File: src/rtl/mbx_pkg.sv
package mbx_pkg;
  localparam int WORD_W    = 32;
  localparam int CMD_OFS   = 'h00;
  localparam int STAT_OFS  = 'h04;
  localparam int WBUF_BASE = 'h80;
  localparam int RBUF_BASE = 'h90;

  typedef struct packed {
    logic [7:0] size;
    logic [3:0] sub;
    logic       ioc;
    logic [7:0] code;
  } cmd_fields_t;

  function automatic cmd_fields_t unpack_cmd(input logic [WORD_W-1:0] w);
    cmd_fields_t c;
    c.code = w[7:0];
    c.ioc  = w[8];
    c.sub  = w[15:12];
    c.size = w[23:16];
    return c;
  endfunction
endpackage

File: src/rtl/mbx_cmd_stat.sv
module mbx_cmd_stat
  import mbx_pkg::*;
(
  input  logic              clk,
  input  logic              rst_n,
  input  logic              cmd_wr,
  input  logic [WORD_W-1:0] wdata,
  input  logic [7:0]        initiator,
  input  logic              done,
  input  logic              done_err,
  input  logic [7:0]        done_code,
  output logic              busy,
  output logic              doorbell,
  output cmd_fields_t       cmd,
  output logic [7:0]        init_id,
  output logic              irq,
  output logic              overrun,
  output logic [WORD_W-1:0] status_word
);
  logic        busy_q, err_q, db_q, irq_q, ovr_q;
  logic [7:0]  code_q, init_q;
  cmd_fields_t cmd_q;

  always_ff @(posedge clk or negedge rst_n) begin
    if (!rst_n) begin
      busy_q <= 1'b0;
      err_q  <= 1'b0;
      db_q   <= 1'b0;
      irq_q  <= 1'b0;
      ovr_q  <= 1'b0;
      code_q <= '0;
      init_q <= '0;
      cmd_q  <= '0;
    end else begin
      db_q  <= 1'b0;
      irq_q <= 1'b0;
      if (done && busy_q) begin
        busy_q <= 1'b0;
        err_q  <= done_err;
        code_q <= done_code;
        irq_q  <= cmd_q.ioc;
      end
      if (cmd_wr) begin
        if (busy_q) begin
          ovr_q <= 1'b1;
        end else begin
          busy_q <= 1'b1;
          db_q   <= 1'b1;
          cmd_q  <= unpack_cmd(wdata);
          init_q <= initiator;
          err_q  <= 1'b0;
          code_q <= '0;
        end
      end
    end
  end

  assign busy        = busy_q;
  assign doorbell    = db_q;
  assign cmd         = cmd_q;
  assign init_id     = init_q;
  assign irq         = irq_q;
  assign overrun     = ovr_q;
  assign status_word = {8'h00, code_q, init_q, cmd_q.sub, 2'b00, err_q, busy_q};
endmodule

File: src/rtl/mbx_wbuf.sv
module mbx_wbuf
  import mbx_pkg::*;
#(
  parameter int WORDS = 4,
  localparam int IDX_W = (WORDS > 1) ? $clog2(WORDS) : 1
) (
  input  logic                    clk,
  input  logic                    rst_n,
  input  logic                    wr_en,
  input  logic [IDX_W-1:0]        wr_idx,
  input  logic [WORD_W-1:0]       wdata,
  output logic [WORDS*WORD_W-1:0] flat
);
  for (genvar i = 0; i < WORDS; i++) begin : g_word
    logic [WORD_W-1:0] word_q;
    always_ff @(posedge clk or negedge rst_n) begin
      if (!rst_n)
        word_q <= '0;
      else if (wr_en && (wr_idx == IDX_W'(i)))
        word_q <= wdata;
    end
    assign flat[i*WORD_W +: WORD_W] = word_q;
  end
endmodule

File: src/rtl/mbx_rbuf.sv
module mbx_rbuf
  import mbx_pkg::*;
#(
  parameter int WORDS = 4,
  localparam int IDX_W = (WORDS > 1) ? $clog2(WORDS) : 1
) (
  input  logic              clk,
  input  logic              rst_n,
  input  logic              ctl_we,
  input  logic [IDX_W-1:0]  ctl_idx,
  input  logic [WORD_W-1:0] ctl_data,
  input  logic [IDX_W-1:0]  rd_idx,
  output logic [WORD_W-1:0] rd_word
);
  logic [WORD_W-1:0] words [WORDS];

  for (genvar i = 0; i < WORDS; i++) begin : g_word
    always_ff @(posedge clk or negedge rst_n) begin
      if (!rst_n)
        words[i] <= '0;
      else if (ctl_we && (ctl_idx == IDX_W'(i)))
        words[i] <= ctl_data;
    end
  end

  always_comb begin
    rd_word = '0;
    for (int i = 0; i < WORDS; i++)
      if (rd_idx == IDX_W'(i)) rd_word = words[i];
  end
endmodule

File: src/rtl/host_ctl_mailbox.sv
module host_ctl_mailbox
  import mbx_pkg::*;
#(
  parameter int ADDR_W     = 8,
  parameter int WBUF_WORDS = 4,
  parameter int RBUF_WORDS = 4,
  localparam int WB_IDX_W  = (WBUF_WORDS > 1) ? $clog2(WBUF_WORDS) : 1,
  localparam int RB_IDX_W  = (RBUF_WORDS > 1) ? $clog2(RBUF_WORDS) : 1
) (
  input  logic                         clk,
  input  logic                         rst_n,
  input  logic                         hst_req,
  input  logic                         hst_we,
  input  logic                         hst_byte,
  input  logic [ADDR_W-1:0]            hst_addr,
  input  logic [WORD_W-1:0]            hst_wdata,
  input  logic [7:0]                   hst_initiator,
  output logic                         hst_rvalid,
  output logic [WORD_W-1:0]            hst_rdata,
  output logic                         host_irq,
  output logic                         ctl_doorbell,
  output logic                         ctl_busy,
  output logic [7:0]                   ctl_cmd_code,
  output logic                         ctl_ioc,
  output logic [3:0]                   ctl_sub,
  output logic [7:0]                   ctl_size,
  output logic [7:0]                   ctl_initiator,
  output logic [WBUF_WORDS*WORD_W-1:0] ctl_wbuf,
  input  logic                         ctl_done,
  input  logic                         ctl_err,
  input  logic [7:0]                   ctl_err_code,
  input  logic                         ctl_rb_we,
  input  logic [RB_IDX_W-1:0]          ctl_rb_idx,
  input  logic [WORD_W-1:0]            ctl_rb_data,
  output logic                         ctl_overrun
);
  localparam int WA_W = ADDR_W - 2;

  logic [WA_W-1:0]   wa, wb_off, rb_off;
  logic              hit_cmd, hit_stat, hit_wb, hit_rb;
  logic              cmd_wr, wb_wr, rd_req;
  logic [WORD_W-1:0] status_word, rb_word, rd_word, rd_sel;
  logic [WORD_W-1:0] rdata_q;
  logic              rvalid_q;
  cmd_fields_t       cmd;

  // Address decode, on word granularity
  assign wa       = hst_addr[ADDR_W-1:2];
  assign wb_off   = wa - WA_W'(WBUF_BASE / 4);
  assign rb_off   = wa - WA_W'(RBUF_BASE / 4);
  assign hit_cmd  = (wa == WA_W'(CMD_OFS / 4));
  assign hit_stat = (wa == WA_W'(STAT_OFS / 4));
  assign hit_wb   = (wa >= WA_W'(WBUF_BASE / 4)) && (wb_off < WA_W'(WBUF_WORDS));
  assign hit_rb   = (wa >= WA_W'(RBUF_BASE / 4)) && (rb_off < WA_W'(RBUF_WORDS));

  assign cmd_wr = hst_req && hst_we && hit_cmd;
  assign wb_wr  = hst_req && hst_we && hit_wb && !ctl_busy;
  assign rd_req = hst_req && !hst_we;

  mbx_cmd_stat u_cs (
    .clk         (clk),
    .rst_n       (rst_n),
    .cmd_wr      (cmd_wr),
    .wdata       (hst_wdata),
    .initiator   (hst_initiator),
    .done        (ctl_done),
    .done_err    (ctl_err),
    .done_code   (ctl_err_code),
    .busy        (ctl_busy),
    .doorbell    (ctl_doorbell),
    .cmd         (cmd),
    .init_id     (ctl_initiator),
    .irq         (host_irq),
    .overrun     (ctl_overrun),
    .status_word (status_word)
  );

  mbx_wbuf #(.WORDS(WBUF_WORDS)) u_wb (
    .clk    (clk),
    .rst_n  (rst_n),
    .wr_en  (wb_wr),
    .wr_idx (wb_off[WB_IDX_W-1:0]),
    .wdata  (hst_wdata),
    .flat   (ctl_wbuf)
  );

  mbx_rbuf #(.WORDS(RBUF_WORDS)) u_rb (
    .clk      (clk),
    .rst_n    (rst_n),
    .ctl_we   (ctl_rb_we),
    .ctl_idx  (ctl_rb_idx),
    .ctl_data (ctl_rb_data),
    .rd_idx   (rb_off[RB_IDX_W-1:0]),
    .rd_word  (rb_word)
  );

  // Read mux: write-only and unmapped words return zero
  always_comb begin
    if (hit_stat)    rd_word = status_word;
    else if (hit_rb) rd_word = rb_word;
    else             rd_word = '0;
  end

  always_comb begin
    if (hst_byte) rd_sel = {24'h0, rd_word[8*hst_addr[1:0] +: 8]};
    else          rd_sel = rd_word;
  end

  always_ff @(posedge clk or negedge rst_n) begin
    if (!rst_n) begin
      rvalid_q <= 1'b0;
      rdata_q  <= '0;
    end else begin
      rvalid_q <= rd_req;
      if (rd_req) rdata_q <= rd_sel;
    end
  end

  assign hst_rvalid   = rvalid_q;
  assign hst_rdata    = rdata_q;
  assign ctl_cmd_code = cmd.code;
  assign ctl_ioc      = cmd.ioc;
  assign ctl_sub      = cmd.sub;
  assign ctl_size     = cmd.size;
endmodule

File: config.mk
export PLATFORM = sky130hd
export DESIGN_NAME = host_ctl_mailbox
export DESIGN_NICKNAME = d
export VERILOG_FILES = /design/src/rtl/mbx_pkg.sv /design/src/rtl/mbx_cmd_stat.sv /design/src/rtl/mbx_wbuf.sv /design/src/rtl/mbx_rbuf.sv /design/src/rtl/host_ctl_mailbox.sv
export SDC_FILE = /design/constraint.sdc
export NUM_CORES = 1
export LEC_CHECK = 0
export ABC_AREA = 1
export BUFFER_PORTS_ARGS = -buffer_cell sky130_fd_sc_hd__buf_2
export CORE_MARGIN = 2
export CORE_UTILIZATION = 45
export CTS_BUF_LIST = sky130_fd_sc_hd__clkbuf_4
export DETAILED_ROUTE_END_ITERATION = 8
export GPL_ROUTABILITY_DRIVEN = 1
export PLACE_DENSITY = 0.68
export SLEW_MARGIN = 40
export SYNTH_ARGS = -nofsm -noshare
export SYNTH_HDL_FRONTEND = slang
export SYNTH_SLANG_ARGS = --single-unit
File: constraint.sdc
create_clock -name clk -period 2.37 [get_ports clk]
set_input_delay 0.474 -clock clk [delete_from_list [all_inputs] [get_ports clk]]
set_output_delay 0.474 -clock clk [all_outputs]
set_load 0.1 [all_outputs]
==> flow_summary.json, run 1 <==
{
  "postLayoutCellArea_um2": 17190,
  "swShare": 0.3649,
  "antenna_left": 0,
  "fp.dieW_um": 180.0,
  "rsz0062_at_grt": "false",
  "clkLatencyLatePin_ps": 720,
  "critPathSlowestCell": "dfrtp_1",
  "whs_endpoint": "u_cs.code_q[7]",
  "p_clk_frac": 0.332,
  "core_area_um2": 30510,
  "ys_seq_area_frac": 0.5943,
  "placedCellCount": 2190,
  "worstHoldPathCells": 3,
  "netlist_area_um2": 13940,
  "total_power_mw": 15.00,
  "status": "finished clean",
  "p_comb_frac": 0.227,
  "num-nets-final": 1998,
  "track_usage": 0.2539,
  "maxCapViolations": 0,
  "yosysWarnings": 0,
  "boundaryPins": 292,
  "r2r_cells": 5,
  "finClkSkew_ps": 31.41,
  "hold_violations": 0,
  "finalNonFillerCells": 2372,
  "wirelength_um": 40700,
  "antenna_found_initial": 5,
  "gp_congestion": 0.8918,
  "die-height_um": 180.0,
  "fmax_mhz": 446.2,
  "cts_buffer_depth": 3,
  "crit_path_end_kind": "output pin",
  "placed_area_um2": 15910,
  "ys_types": 35,
  "tns_ps": 0,
  "drv_slew": 0,
  "grt_pass1_wl_um": 65490,
  "wl_per_cell_um": 17.16,
  "hold_class": "in -> reg",
  "worst_slack_ps": 128.6,
  "synthCells": 1561,
  "cts_buffers": 91,
  "startpoint_type": "flop",
  "p_leak_nw": 9.317,
  "clockRootBuffer": "clkbuf_4",
  "start_util": 0.4568,
  "r2r_slack_ps": 640,
  "post-route-drc-count": 0,
  "via_per_inst": 5.114,
  "crit_chain": "buf_4, buf_4",
  "slowest_delay_ps": 530,
  "htree_levels": 3,
  "postLayoutCoreUtil": 0.5634,
  "finalCriticalPeriod_ps": 2241,
  "critPathKind": "reg -> out",
  "intPower_mw": 9.528,
  "period_share": 0.9457,
  "grt_max_degree": 72,
  "rows": 64,
  "ys_ff_latch": 331,
  "cts_tree": "done",
  "r2r-start": "u_cs.busy",
  "die_area_um2": 32390,
  "vias": 12130,
  "crit_start": "u_cs.busy",
  "path_max_fanout": 10,
  "worstHoldStart": "ctl_err_code[7]",
  "critPathArrivalTime_ps": 1770,
  "synth_fp_nets": 1659,
  "drive_above_1_share": 0.2730,
  "p_switching_mw": 5.475,
  "tightest_slew_ps": 712.7,
  "clk_pin_slew_ps": 60,
  "finalSetupViolCount": 0,
  "vdd.ir_drop.worst_mv": 0.5226,
  "required_ps": 1900,
  "detailed_place_hpwl_um": 27970,
  "grt_pass1_vias": 11980,
  "cts_setup_buffers": 0,
  "drtPass1Iterations": 5,
  "portBuffers": 291,
  "grt_overflow": 0,
  "dpl_worst_slack_ps": 206.0,
  "p_per_area_nw_per_um2": 872.7,
  "r2r_end": "u_wb.g_word[3].word_q[10]",
  "syn2layout_area_growth_pct": 23.34,
  "whs_ps": 62.87,
  "cpMostUsedCell": "buf_4",
  "maxSlewHeadroom": 0.5249,
  "drt_iter0_drc": 769,
  "seq_power_share": 0.441,
  "syn_area_per_cell_um2": 8.928,
  "cts_sinks": 331
}
[power by group through the flow]
stage / clock [mW] / sequential (mW) / combinational, mW
floorplan: 0 / 8.26 / 0.990
global placement: 0 / 6.69 / 3.36
detailed placement: 0 / 6.69 / 3.41
CTS: 5.16 / 6.61 / 3.43
global route: 5.44 / 6.68 / 3.65
finish: 4.98 / 6.61 / 3.41
[synth_stat cells]
cell type / n / area (um2)
a21o_1: 16 / 120.1
a21oi_1: 27 / 135.1
buf_2: 16 / 80.08
buf_4: 18 / 135.1
buf_6: 7 / 78.83
buf_8: 1 / 15.01
clkbuf_1: 57 / 214.0
clkbuf_2: 1 / 5.000
clkbuf_4: 1 / 7.510
clkinv_1: 2 / 7.510
dfrtp_1: 331 / 8283
inv_1: 121 / 454.2
inv_2: 2 / 7.510
inv_4: 1 / 6.260
nand2_1: 472 / 1772
nand2_2: 1 / 6.260
nand3_1: 119 / 595.6
nand3_2: 9 / 90.09
nand3_4: 1 / 17.52
nand3b_1: 2 / 15.01
nand4_2: 1 / 12.51
nor2_1: 3 / 11.26
nor2_2: 3 / 18.77
nor2_4: 2 / 22.52
nor2_8: 1 / 20.02
nor3_1: 1 / 5.000
nor3_4: 1 / 16.27
nor3b_2: 1 / 12.51
nor4_1: 1 / 6.260
o211ai_1: 3 / 22.52
o21ai_0: 255 / 1276
o21ai_1: 47 / 235.2
o21bai_1: 1 / 7.510
or2_1: 1 / 6.260
or2_2: 35 / 219.0
[cells in the final DEF, fill, tap and decap left out, types with 2 or more instances in the layout]
| master | count |
|---|---|
| clkbuf_4 | 132 |
| nor2_2 | 3 |
| buf_4 | 29 |
| nand2_1 | 472 |
| o21ai_1 | 47 |
| o211ai_1 | 3 |
| inv_2 | 4 |
| clkinv_2 | 2 |
| dlygate4sd3_1 | 13 |
| nand3_1 | 115 |
| inv_1 | 121 |
| diode_2 | 5 |
| a21oi_1 | 27 |
| clkinv_1 | 25 |
| nor2_1 | 3 |
| or2_2 | 35 |
| nand3b_1 | 2 |
| dfrtp_1 | 331 |
| buf_2 | 289 |
| nor2_4 | 2 |
| o21ai_0 | 255 |
| nand3_2 | 13 |
| a21o_1 | 16 |
| buf_12 | 15 |
| clkinv_4 | 4 |
[logic make-up after synthesis]
kind of cell    count (synthesis)  share of synthesized area
simple gates                  654                     0.2042
flops                         331                     0.5943
compound gates                349                     0.1289
buf+inv                       227                    0.07254
[critical path: cells and delay by family, from the launching register on]
kind                   cells  cell delay [ps]
buffers and inverters      2              550
DFF                        1              530
[state kept, by name, summed over array words and instances (netlist names)]
register,flops
hst_rdata,32
hst_rvalid,1
u_cs.busy,1
u_cs.cmd,21
u_cs.code_q,8
u_cs.doorbell,1
u_cs.err_q,1
u_cs.init_id,8
u_cs.irq,1
u_cs.overrun,1
u_rb.words,128
u_wb.g_word.word_q,128
[how the worst max path moves through the flow]
stage | end | slack (ps) | depth (start not counted)
after CTS | ctl_busy | 90 | 2
after global placement | hst_rdata[2] | 230 | 11
after global routing | ctl_busy | 70 | 2
after detailed placement | hst_rdata[2] | 210 | 12
after floorplan | u_wb.g_word[3].word_q[10] | 300 | 6
final | ctl_busy | 130 | 2
[metal layers]
layer  wire [um]  vias up  global-route usage
li1            -     5762                   -
met1       16960     5733              0.3339
met2       18340      521              0.3905
met3        3768      113             0.07557
met4        1618        2              0.1132
met5          13        -                   0
[what timing repair did]
action,4_1_cts,5_1_grt
gates resized for setup,1,0
endpoints found under the hold margin,71,0
setup endpoints to repair,1,0
hold buffers,13,0
[layout make-up]
type | count | area [um2]
diodes | 5 | 12.51
flip-flops and latches | 331 | 8283
inverters | 126 | 475.5
clock buffers | 132 | 991.0
fillers | 2774 | 13320
repair buffers | 347 | 2110
well taps | 396 | 495.5
clock inverters | 32 | 147.6
multi-input cells | 1003 | 4676
Power figures use the tool's default switching activity.
==> run 2, diff against run 1 <==
- CTS_BUF_LIST: sky130_fd_sc_hd__clkbuf_4 -> default
==> run 2 against run 1 <==
Die area did not move. Wire length fell by 1.1%. Combinational power barely moved. Critical path depth did not move. Cell count down 4.7%. Via count decreased by 3.0%. Sequential cell count unchanged.
==> flow_summary.json, run 2 (synthesized netlist as in run 1, its figures left out) <==
{
  "required_ps": 1900,
  "multi_input_area_um2": 4676,
  "clockRootBuffer": "clkbuf_16",
  "drive_above_1_share": 0.2431,
  "maxSlewHeadroom": 0.5267,
  "htree_levels": 2,
  "portBuffers": 291,
  "hold_class": "in -> reg",
  "grt_max_degree": 72,
  "syn2layout_area_growth_pct": 23.27,
  "die_area_um2": 32390,
  "cts_tree": "done",
  "gp_congestion": 0.8918,
  "antenna_found_initial": 8,
  "rows": 64,
  "crit_path_end_kind": "output pin",
  "final_cell_mix": "472 x nand2_1, 331 x dfrtp_1, 290 x buf_2, 255 x o21ai_0, 121 x inv_1",
  "nFillCells": 2702,
  "wirelength_um": 40270,
  "vias": 11760,
  "seq_area_um2": 8283,
  "via_per_inst": 5.202,
  "layout_commonest_cell": "nand2_1",
  "p_per_area_nw_per_um2": 924.8,
  "crit_chain": "buf_4, buf_2",
  "grt_pass1_wl_um": 64630,
  "grt_overflow": 0,
  "die-height_um": 180.0,
  "boundaryPins": 292,
  "cts_resized": 0,
  "startpoint_type": "flop",
  "status": "finished clean",
  "num-nets-final": 1932,
  "clkLatencyLatePin_ps": 530,
  "wl_per_cell_um": 17.81,
  "antenna_left": 0,
  "vdd.ir_drop.worst_mv": 0.6721,
  "start_util": 0.4568,
  "postLayoutCellArea_um2": 17180,
  "cts_setup_buffers": 0,
  "grt_pass1_vias": 11530,
  "drv_slew": 0,
  "track_usage": 0.2511,
  "tightest_slew_ps": 709.9,
  "critPathArrivalTime_ps": 1720,
  "path_max_fanout": 10,
  "core_area_um2": 30510,
  "placed_area_um2": 15910,
  "critPathKind": "reg -> out",
  "slowest_delay_ps": 500,
  "clk_pin_slew_ps": 60,
  "drtPass1Iterations": 5,
  "drt_iter0_drc": 843,
  "fp.dieW_um": 180.0,
  "post-route-drc-count": 0,
  "rsz0062_at_grt": "false",
  "finalCriticalPeriod_ps": 2190,
  "hold_violations": 0,
  "finalSetupViolCount": 0,
  "critPathSlowestCell": "dfrtp_1",
  "cts_buffers": 37,
  "finClkSkew_ps": 9.344,
  "tns_ps": 0,
  "maxCapViolations": 0,
  "cts_sinks": 331,
  "detailed_place_hpwl_um": 27970,
  "fmax_mhz": 456.6,
  "p_leak_nw": 9.198,
  "period_share": 0.9241,
  "cts_buffer_depth": 3
}
run 2: cell count changes in the layout (fill, tap and decap cells not counted), sizes merged:
| cell | delta |
|---|---|
| clkinv | -24 |
| bufinv | +3 |
| dlygate4sd3 | -12 |
| clkbuf | -77 |
| inv | -2 |
| diode | +1 |
run 2: final cells by class:
| type | count | area share |
|---|---|---|
| clock inverter | 9 | 0.008958 |
| sequential | 331 | 0.4821 |
| timing repair buffer | 335 | 0.1157 |
| clock buffer | 55 | 0.06372 |
| multi-input combinational | 1003 | 0.2722 |
| tap | 396 | 0.02884 |
| inverter | 126 | 0.02767 |
| antenna | 6 | 0.0008739 |
run 2: routing by layer:
layer  vias up  track usage  routed length [um]
met4         6       0.1008                1644
li1       5572            -                   -
met5         -            0                  33
met1      5592       0.3339               16820
met3       102      0.06949                3602
met2       490       0.3916               18160
run 2: metrics by stage:
stage | hold slack [ps] | total power [mW] | util | std cells | setup slack, ps
final | 137.8 | 15.89 | 0.5631 | 2261 | 180.0
after floorplan | 178.4 | 9.247 | - | 1561 | 300.7
after CTS | 125.7 | 16.00 | 0.5626 | 2255 | 150.4
after global placement | 454.5 | 10.04 | 0.5214 | 2190 | 229.1
after global routing | 134.0 | 16.51 | 0.5629 | 2258 | 138.8
after detailed placement | 459.7 | 10.10 | 0.5214 | 2190 | 206.0
run 2: where the power goes:
part | switching (mW) | internal (mW)
combinational | 2.72 | 0.672
sequential | 0.352 | 6.27
clock | 2.34 | 3.54
total | 5.41 | 10.5
run 2: timing repair:
action                                  CTS  global route
endpoints found under the setup margin    0             0
endpoints found under the hold margin    59             0
hold buffers                              1             0
run 2: final timing paths:
kind                                  start                         to  slack (ps)  cells past startpoint
max                               u_cs.busy                   ctl_busy         180                      2
min                        hst_initiator[1]            u_cs.init_id[1]         140                      3
max reg2reg                       u_cs.busy  u_wb.g_word[3].word_q[10]         670                      5
min reg2reg                   hst_rdata[19]              hst_rdata[19]         470                      1
max in group asynchronous             rst_n              u_rb.words[0]        1120                      3
min in group asynchronous             rst_n             u_rb.words[51]         500                      2
run 2: critical path, delay by kind of cell (launching register included):
family,cells,cell delay [ps]
flip-flops,1,500
buffers and inverters,2,680
==> run 3, diff against run 2 <==
- MAX_ROUTING_LAYER: default -> met4
==> run 3 against run 2 <==
Sequential power hardly changed. First-iteration DRC count decreased by 1.8%. Sequential share of layout area hardly changed. Cell count is 0.13% higher. Sequential cell count is the same. Critical path depth did not move. Combinational power about the same. Wire length grew 0.25%. Clock power hardly changed. Critical path type unchanged. Critical endpoint unchanged. Largest cell class unchanged.
==> flow_summary.json, run 3 (synthesized netlist as in run 1, its figures left out) <==
{
  "core_area_um2": 30510,
  "status": "finished clean",
  "period_share": 0.9289,
  "whs_endpoint": "u_cs.init_id[1]",
  "postLayoutCoreUtil": 0.5634,
  "dpl_worst_slack_ps": 206.0,
  "maxCapViolations": 0,
  "clockRootBuffer": "clkbuf_16",
  "drtPass1Iterations": 5,
  "swShare": 0.3403,
  "antenna_found_initial": 8,
  "cts_tree": "done",
  "start_util": 0.4568,
  "num-nets-final": 1932,
  "htree_levels": 2,
  "portBuffers": 291,
  "r2r_cells": 5,
  "post-route-drc-count": 0,
  "slowest_delay_ps": 510,
  "via_per_inst": 5.195,
  "vias": 11760,
  "tightest_slew_ps": 713.8,
  "p_comb_frac": 0.213,
  "antenna_left": 0,
  "p_per_area_nw_per_um2": 924.3,
  "cts_sinks": 331,
  "grt_overflow": 0,
  "crit_buf_inv": 2,
  "wl_per_cell_um": 17.83,
  "gp_congestion": 0.9068,
  "cp_top_family": "buffers and inverters",
  "critPathSlowestCell": "dfrtp_1",
  "grt_max_degree": 72,
  "crit_chain": "buf_4, buf_2",
  "final_cell_mix": "472 x nand2_1, 331 x dfrtp_1, 290 x buf_2, 255 x o21ai_0, 121 x inv_1",
  "syn2layout_area_growth_pct": 23.32,
  "worstHoldPathCells": 3,
  "drive_above_1_share": 0.2431,
  "finalCriticalPeriod_ps": 2201,
  "whs_ps": 138.4,
  "cts_resized": 0,
  "required_ps": 1900,
  "worst_slack_ps": 168.5,
  "clkLatencyLatePin_ps": 530,
  "r2r-start": "u_cs.busy",
  "cts_buffer_depth": 3,
  "rsz0062_at_grt": "false",
  "p_clk_frac": 0.370,
  "die_area_um2": 32390,
  "track_usage": 0.2589,
  "rows": 64,
  "seq_power_share": 0.417,
  "cts_buffers": 37,
  "wirelength_um": 40370,
  "total_power_mw": 15.89,
  "hold_class": "in -> reg",
  "drt_iter0_drc": 828,
  "layout_commonest_cell": "nand2_1",
  "p_leak_nw": 9.198,
  "grt_pass1_wl_um": 64540,
  "boundaryPins": 292,
  "maxSlewHeadroom": 0.5241,
  "r2r_slack_ps": 650,
  "finClkSkew_ps": 9.648,
  "critPathArrivalTime_ps": 1730,
  "worstHoldStart": "hst_initiator[1]",
  "tns_ps": 0,
  "path_max_fanout": 10,
  "postCtsHoldBufs": 1,
  "die-height_um": 180.0,
  "vdd.ir_drop.worst_mv": 0.6751,
  "fmax_mhz": 454.2,
  "intPower_mw": 10.48,
  "critPathKind": "reg -> out",
  "p_switching_mw": 5.406,
  "finalSetupViolCount": 0,
  "fp.dieW_um": 180.0,
  "crit_path_end_kind": "output pin",
  "r2r_end": "u_wb.g_word[3].word_q[10]",
  "clk_pin_slew_ps": 60,
  "hold_violations": 0,
  "detailed_place_hpwl_um": 27970,
  "grt_pass1_vias": 11560,
  "startpoint_type": "flop",
  "drv_slew": 0,
  "cts_setup_buffers": 0
}
## run 3: cell types whose count changed in the layout (fill, tap and decap cells not counted)
| cell | change |
|---|---|
| diode_2 | +3 |
## run 3: per-stage QoR
stage,instance area [um2],cells
after floorplan,13940,1561
after global placement,15910,2190
after global routing,17190,2263
final,17190,2264
after detailed placement,15910,2190
after CTS,17170,2255
## run 3: layer usage
| layer | global-route usage | up-vias | part of all wire |
|---|---|---|---|
| met5 | - | - | 0 |
| met4 | 0.1008 | 0 | 0.040 |
| met3 | 0.05976 | 97 | 0.083 |
| met2 | 0.3931 | 491 | 0.45 |
| met1 | 0.3392 | 5591 | 0.42 |
| li1 | - | 5583 | - |
## run 3: worst reg2reg max path, cell delays in order (launching register included)
cell and delay [ps]:
dfrtp_1 480, nor3_4 380, nand4_2 110, buf_4 330, nand2_1 180, o21ai_0 90
## run 3: final cells by class
type	count	area [um2]
inverter	126	475.5
timing repair buffer	335	1987
clock buffer	55	1095
antenna	9	22.52
clock inverter	9	153.9
tap	396	495.5
sequential	331	8283
fill	2700	13320
multi-input combinational	1003	4676
## run 3: worst max path at each step
| stage | from | end | slack, ps | cells past startpoint |
|---|---|---|---|---|
| 4_1_cts | u_cs.busy | ctl_busy | 150 | 2 |
| 3_3_place_gp | hst_addr[3] | hst_rdata[2] | 230 | 11 |
| 2_1_floorplan | u_cs.busy | u_wb.g_word[3].word_q[10] | 300 | 6 |
| 5_1_grt | u_cs.busy | ctl_busy | 140 | 2 |
| 6_report | u_cs.busy | ctl_busy | 170 | 2 |
| 3_5_place_dp | hst_addr[2] | hst_rdata[2] | 210 | 12 |
## run 3: power groups by stage
stage	clock, mW	sequential (mW)	combinational (mW)
floorplan	0	8.26	0.990
global placement	0	6.69	3.36
CTS	5.97	6.61	3.41
global route	6.19	6.69	3.63
detailed placement	0	6.69	3.41
finish	5.88	6.62	3.39
